==> src/rtl/sgdma_pkg.sv <==
`timescale 1ns/1ps
package sgdma_pkg;
    localparam int DESC_W      = 64;
    localparam int DESC_ADDR_W = 32;
    localparam int DESC_BYTES  = DESC_W / 8;
    localparam int REGION_W    = 17;
    localparam int CMD_W       = 18;
    localparam logic [REGION_W-1:0] REGION_MAX = 17'h10000;
    localparam logic [CMD_W-1:0]    CMD_MAX    = 18'h20000;

    typedef enum logic [2:0] {
        ST_IDLE,
        ST_DESC_REQ,
        ST_DESC_WAIT,
        ST_BURST_REQ,
        ST_BURST_WAIT
    } sg_state_e;

    typedef struct packed {
        logic [DESC_ADDR_W-1:0] addr;
        logic [REGION_W-1:0]    len;
        logic                   last;
    } sg_region_t;
endpackage

==> src/rtl/sgdma_desc_decode.sv <==
`timescale 1ns/1ps
module sgdma_desc_decode
    import sgdma_pkg::*;
(
    input  logic [DESC_W-1:0] word,
    output sg_region_t        region
);
    logic [15:0] raw_count;
    logic        unused_desc_bits;

    assign raw_count = word[47:32];
    assign unused_desc_bits = ^{word[62:48], word[0], raw_count[0]};

    always_comb begin
        region.addr = {word[DESC_ADDR_W-1:1], 1'b0};
        region.len  = (raw_count == 16'h0) ? REGION_MAX
                                           : {1'b0, raw_count[15:1], 1'b0};
        region.last = word[63];
    end
endmodule

==> src/rtl/sgdma_burst_sizer.sv <==
`timescale 1ns/1ps
module sgdma_burst_sizer
    import sgdma_pkg::*;
#(
    parameter int BURST_BYTES = 256
) (
    input  logic [REGION_W-1:0] region_left,
    input  logic [CMD_W-1:0]    cmd_left,
    output logic [REGION_W-1:0] burst_len
);
    localparam logic [CMD_W-1:0] CAP = CMD_W'(BURST_BYTES);

    logic [CMD_W-1:0] region_wide;
    logic [CMD_W-1:0] capped;
    logic [CMD_W-1:0] pick;
    logic             unused_top;

    assign region_wide = {1'b0, region_left};

    generate
        if (BURST_BYTES >= 65536) begin : g_no_cap
            assign capped = region_wide;
        end else begin : g_cap
            assign capped = (region_wide < CAP) ? region_wide : CAP;
        end
    endgenerate

    assign pick       = (capped < cmd_left) ? capped : cmd_left;
    assign burst_len  = pick[REGION_W-1:0];
    assign unused_top = pick[CMD_W-1];
endmodule

==> src/rtl/sgdma_walker.sv <==
`timescale 1ns/1ps
module sgdma_walker
    import sgdma_pkg::*;
#(
    parameter int ADDR_W      = 32,
    parameter int BURST_BYTES = 256
) (
    input  logic                clk,
    input  logic                rst_n,
    input  logic                start,
    input  logic [ADDR_W-1:0]   table_base,
    input  logic [CMD_W-1:0]    cmd_bytes,
    input  logic                to_mem,
    input  logic                abort,
    output logic                mem_req_valid,
    input  logic                mem_req_ready,
    output logic [ADDR_W-1:0]   mem_req_addr,
    output logic [REGION_W-1:0] mem_req_len,
    output logic                mem_req_desc,
    output logic                mem_req_wr,
    input  logic                mem_rsp_valid,
    input  logic [DESC_W-1:0]   mem_rsp_data,
    output logic                busy,
    output logic                done,
    output logic                aborted
);
    localparam logic [ADDR_W-1:0]   DESC_STEP = ADDR_W'(DESC_BYTES);
    localparam logic [REGION_W-1:0] DESC_LEN  = REGION_W'(DESC_BYTES);

    sg_state_e            st, st_n;
    logic [ADDR_W-1:0]    desc_addr;
    logic [ADDR_W-1:0]    cur_addr;
    logic [REGION_W-1:0]  region_left;
    logic [CMD_W-1:0]     cmd_left;
    logic                 last_q;
    logic                 dir_q;
    logic                 done_q;
    logic                 abort_q;

    sg_region_t           region;
    logic [REGION_W-1:0]  burst_len;
    logic [CMD_W-1:0]     cmd_clamped;
    logic [CMD_W-1:0]     cmd_after;
    logic [REGION_W-1:0]  region_after;
    logic                 active;
    logic                 finish_ok;

    sgdma_desc_decode u_decode (
        .word   (mem_rsp_data),
        .region (region)
    );

    sgdma_burst_sizer #(.BURST_BYTES(BURST_BYTES)) u_sizer (
        .region_left (region_left),
        .cmd_left    (cmd_left),
        .burst_len   (burst_len)
    );

    assign cmd_clamped  = (cmd_bytes > CMD_MAX) ? CMD_MAX : cmd_bytes;
    assign cmd_after    = cmd_left - CMD_W'(burst_len);
    assign region_after = region_left - burst_len;
    assign active       = (st != ST_IDLE);

    // next-state decision
    always_comb begin
        st_n = st;
        unique case (st)
            ST_IDLE: begin
                if (start && cmd_clamped != '0) st_n = ST_DESC_REQ;
            end
            ST_DESC_REQ: begin
                if (mem_req_ready) st_n = ST_DESC_WAIT;
            end
            ST_DESC_WAIT: begin
                if (mem_rsp_valid) st_n = ST_BURST_REQ;
            end
            ST_BURST_REQ: begin
                if (burst_len == '0)    st_n = last_q ? ST_IDLE : ST_DESC_REQ;
                else if (mem_req_ready) st_n = ST_BURST_WAIT;
            end
            ST_BURST_WAIT: begin
                if (mem_rsp_valid) begin
                    if (cmd_after == '0)           st_n = ST_IDLE;
                    else if (region_after == '0)   st_n = last_q ? ST_IDLE : ST_DESC_REQ;
                    else                           st_n = ST_BURST_REQ;
                end
            end
            default: st_n = ST_IDLE;
        endcase
        if (abort && active) st_n = ST_IDLE;
    end

    assign finish_ok = (active && st_n == ST_IDLE && !abort) ||
                       (!active && start && cmd_clamped == '0);

    // state register
    always_ff @(posedge clk) begin
        if (!rst_n) st <= ST_IDLE;
        else        st <= st_n;
    end

    // walk datapath
    always_ff @(posedge clk) begin
        if (!rst_n) begin
            desc_addr   <= '0;
            cur_addr    <= '0;
            region_left <= '0;
            cmd_left    <= '0;
            last_q      <= 1'b0;
            dir_q       <= 1'b0;
            done_q      <= 1'b0;
            abort_q     <= 1'b0;
        end else begin
            done_q  <= finish_ok;
            abort_q <= abort && active;
            unique case (st)
                ST_IDLE: begin
                    if (start) begin
                        desc_addr <= table_base;
                        cmd_left  <= cmd_clamped;
                        dir_q     <= to_mem;
                    end
                end
                ST_DESC_WAIT: begin
                    if (mem_rsp_valid) begin
                        cur_addr    <= region.addr[ADDR_W-1:0];
                        region_left <= region.len;
                        last_q      <= region.last;
                        desc_addr   <= desc_addr + DESC_STEP;
                    end
                end
                ST_BURST_WAIT: begin
                    if (mem_rsp_valid) begin
                        cur_addr    <= cur_addr + ADDR_W'(burst_len);
                        region_left <= region_after;
                        cmd_left    <= cmd_after;
                    end
                end
                default: ;
            endcase
        end
    end

    // outputs
    always_comb begin
        mem_req_desc  = (st == ST_DESC_REQ);
        mem_req_valid = !abort && (mem_req_desc ||
                        (st == ST_BURST_REQ && burst_len != '0));
        mem_req_addr  = mem_req_desc ? desc_addr : cur_addr;
        mem_req_len   = mem_req_desc ? DESC_LEN : burst_len;
        mem_req_wr    = (st == ST_BURST_REQ) && dir_q;
        busy          = active;
        done          = done_q;
        aborted       = abort_q;
    end
endmodule

==> config.mk <==
export PLATFORM = sky130hd
export DESIGN_NAME = sgdma_walker
export DESIGN_NICKNAME = d
export VERILOG_FILES = /design/src/rtl/sgdma_pkg.sv /design/src/rtl/sgdma_desc_decode.sv /design/src/rtl/sgdma_burst_sizer.sv /design/src/rtl/sgdma_walker.sv
export SDC_FILE = /design/constraint.sdc
export NUM_CORES = 1
export LEC_CHECK = 0
export BUFFER_PORTS_ARGS = -buffer_cell sky130_fd_sc_hd__clkbuf_2
export CAP_MARGIN = 5
export CELL_PAD_IN_SITES_DETAIL_PLACEMENT = 2
export CELL_PAD_IN_SITES_GLOBAL_PLACEMENT = 2
export CORE_MARGIN = 5
export CORE_UTILIZATION = 34
export DETAILED_ROUTE_END_ITERATION = 10
export MAX_ROUTING_LAYER = met4
export PLACE_DENSITY = 0.87
export SYNTH_ARGS = -nofsm -noshare
export SYNTH_HDL_FRONTEND = slang
export SYNTH_SLANG_ARGS = --single-unit
==> constraint.sdc <==
create_clock -name clk -period 10 [get_ports clk]
set_clock_uncertainty 0.15 [all_clocks]
set_input_delay 0.5 -clock clk [delete_from_list [all_inputs] [get_ports clk]]
set_output_delay 0.5 -clock clk [all_outputs]
set_load 0.02 [all_outputs]
==> impl_metrics.toml <==
[status]
outcome = "complete, no violations"

[sta]
fin_hold_ws_ns = 0.185
worst_pin_slew_ns = 1.14
final-setup-viol-count = 0
hold_viol = 0
fmax_mhz = 137
finalCritPeriodShare_pct = 73.1
period_needed_ns = 7.31
fin_setup_tns_ns = 0
slew_violations = 0
rsz0062_at_grt = "false"
relSlewSlack_pct = 23.0

[placement]
dpl.hpwl_um = 29900
place.gp.congestion = 0.880
portBuffers = 159

[clocking]
post_cts_buffers = 0
cts_hold_buf = 0
cts_root_buf = "clkbuf_16"
clock-sinks = 106
h-tree-depth = 3
cts_tree = "yes"
cts_resized = 0
cts_inserted_buffers = 9
clock_latency_ns = 0.38
cts_buffer_depth = 2
clkTransAtPathRegs_ns = 0.08

[synthesis]
mappedNetlistArea_sq_um = 8900
async_flop_share_pct = 0
synth_seq_cells = 106
syn_inst = 1276
seq_area_frac_synth_pct = 23.8
ys_types = 73
ys_warn_count = 0
syn_avg_cell_area_sq_um = 6.97
synth_edf_count = 0
synth-main-ff-cell = "dfxtp_1"

[detailed_routing]
wl_per_cell_um = 23.4
antenna_left = 0
drc = 0
drt_iter0_drc = 537
wl_um = 40800
vias_per_cell = 6.03
num_vias = 10498
first_pass_iters = 7

[floorplanning]
die_y_um = 172
die_w_um = 172
die_area_sq_um = 29500
rows = 59
initial_core_util_pct = 34.3
io-pin-count = 176
core_sq_um = 25900

[worst_setup_path]
cp.arrival_ns = 7.44
worst-path-max-fanout = 28
worstPathRequired_ns = 10.14
critPathCaptureType = "flip-flop"
worst_setup_path_start_kind = "flip-flop"
critPathKind = "reg2reg"

[pwr]
p_leak_nw = 4.55
pwr_density_cell_nw_per_um2 = 157
ir_drop_mv = 0.0784

[global_route]
grt_usage_pct = 27.6
gr-total-overflow = 0
antenna_found_initial = 0
grt_max_degree = 72
grt_pass1_vias = 11237
grt_pass1_wl_um = 62500

[finish]
n_antenna_cell = 0
seq_area_sq_um = 2120
layout.nets = 1591
synthToLayoutAreaGrowth_pct = 15.8
fill_cells = 3131
multi_input_area_sq_um = 6330
final_util_pct = 39.8
drive_above_1_share_pct = 14.7

[min_path]
hold_path.class = "in2reg"

[job]
cap_violations = 0
==> cell usage after synthesis, types with 23 or more instances <==
| cell | number | share of area (%) |
|---|---|---|
| a211oi_1 | 31 | 2.6 |
| a21oi_1 | 131 | 7.4 |
| and2_1 | 23 | 1.6 |
| clkbuf_1 | 63 | 2.7 |
| dfxtp_1 | 106 | 24 |
| ha_1 | 67 | 9.4 |
| inv_1 | 56 | 2.4 |
| nand2_1 | 198 | 8.4 |
| nand3_1 | 23 | 1.3 |
| nor2_1 | 145 | 6.1 |
| nor3_1 | 40 | 2.2 |
| o21ai_0 | 75 | 4.2 |
| xnor2_1 | 25 | 2.5 |
==> routing by layer <==
metal	routed length (um)	global-route usage [%]	vias up
met4	1470	10.4	0
met2	20100	47.0	274
met3	1870	3.95	93
met1	17400	33.1	5271
met5	0	-	-
li1	-	-	4860
==> worst paths after layout <==
| kind | end | start | slack, ns | cells past startpoint |
|---|---|---|---|---|
| hold / removal | desc_addr[1] | table_base[1] | 0.18 | 3 |
| hold reg to reg | desc_addr[1] | desc_addr[1] | 0.32 | 2 |
| setup reg to reg | cur_addr[31] | region_left[10] | 2.69 | 20 |
| setup / recovery | cur_addr[31] | region_left[10] | 2.69 | 20 |
==> where the power goes <==
group / internal, W / switching (W) / leakage [nW]
clock network: 0.000200 / 0.000204 / 0.151
registers: 0.000454 / 0.0000421 / 0.866
logic: 0.000254 / 0.000464 / 3.53
==> state kept, by name, summed over array words and instances (netlist names) <==
signal       cells
dir_q            1
aborted          1
done             1
desc_addr       32
cur_addr        32
st               3
region_left     17
cmd_left        18
last_q           1
==> metrics by stage <==
step                cell area (sq um)  total power, W  std cells  worst slack [ns]
floorplan                        8920        0.000978       1283              4.35
global placement                 9990         0.00116       1724              3.28
detailed placement               9990         0.00120       1724              3.02
CTS                             10300         0.00161       1740              2.95
global route                    10300         0.00170       1740              2.28
finish                          10300         0.00162       1740              2.69
==> cells by family (layout without fill, tap and decap cells) <==
| family | Yosys count | count (layout) | share of synthesized area [%] |
|---|---|---|---|
| compound gates | 394 | 394 | 28.3 |
| xor+xnor | 42 | 42 | 4.13 |
| fa+ha+maj | 70 | 70 | 10.1 |
| buf+inv | 124 | 246 | 5.33 |
| flops | 106 | 106 | 23.8 |
| mux | 1 | 1 | 0.112 |
| other cells | 1 | 8 | 0.0421 |
| simple gates | 538 | 538 | 28.1 |
==> layout by cell type, fill, tap and decap left out, drive strengths merged, types with 9 or more instances in the layout <==
cell	instances
nand4	16
o22ai	13
ha	67
nand2b	16
nor4	23
nand2	198
a21o	22
buf	14
a311oi	14
clkbuf	168
a211oi	32
and2	24
nor3	40
o21bai	9
o21ai	79
a21oi	131
dfxtp	106
xor2	17
a22oi	12
nor2	145
o211ai	12
inv	60
nand3	23
and3	14
xnor2	25
a221oi	12
==> area by class of cell <==
class	instances	share of cell area, %
Clock inverter	7	0.826
Clock buffer	9	2.19
Multi-Input combinational cell	1053	61.5
Tap cell	335	4.07
Sequential cell	106	20.6
Inverter	57	2.08
Timing Repair Buffer	173	8.75
==> critical path: stages, from the launching register on <==
cell,delay [ns]
dfxtp_1,0.36
or4_4,0.59
nor3_1,0.21
buf_4,0.20
inv_1,0.06
ha_1,0.27
nand2_1,0.06
nor4_1,0.52
o311ai_1,0.27
o211a_1,0.48
o21ai_0,1.03
inv_1,0.13
ha_1,0.43
and3_1,0.24
nand2_1,0.09
nor4bb_1,0.31
o21ai_0,0.30
o22ai_1,0.66
nor3b_1,0.45
a211oi_1,0.14
a311oi_1,0.28
No activity file was read; power rests on OpenSTA's default activity.
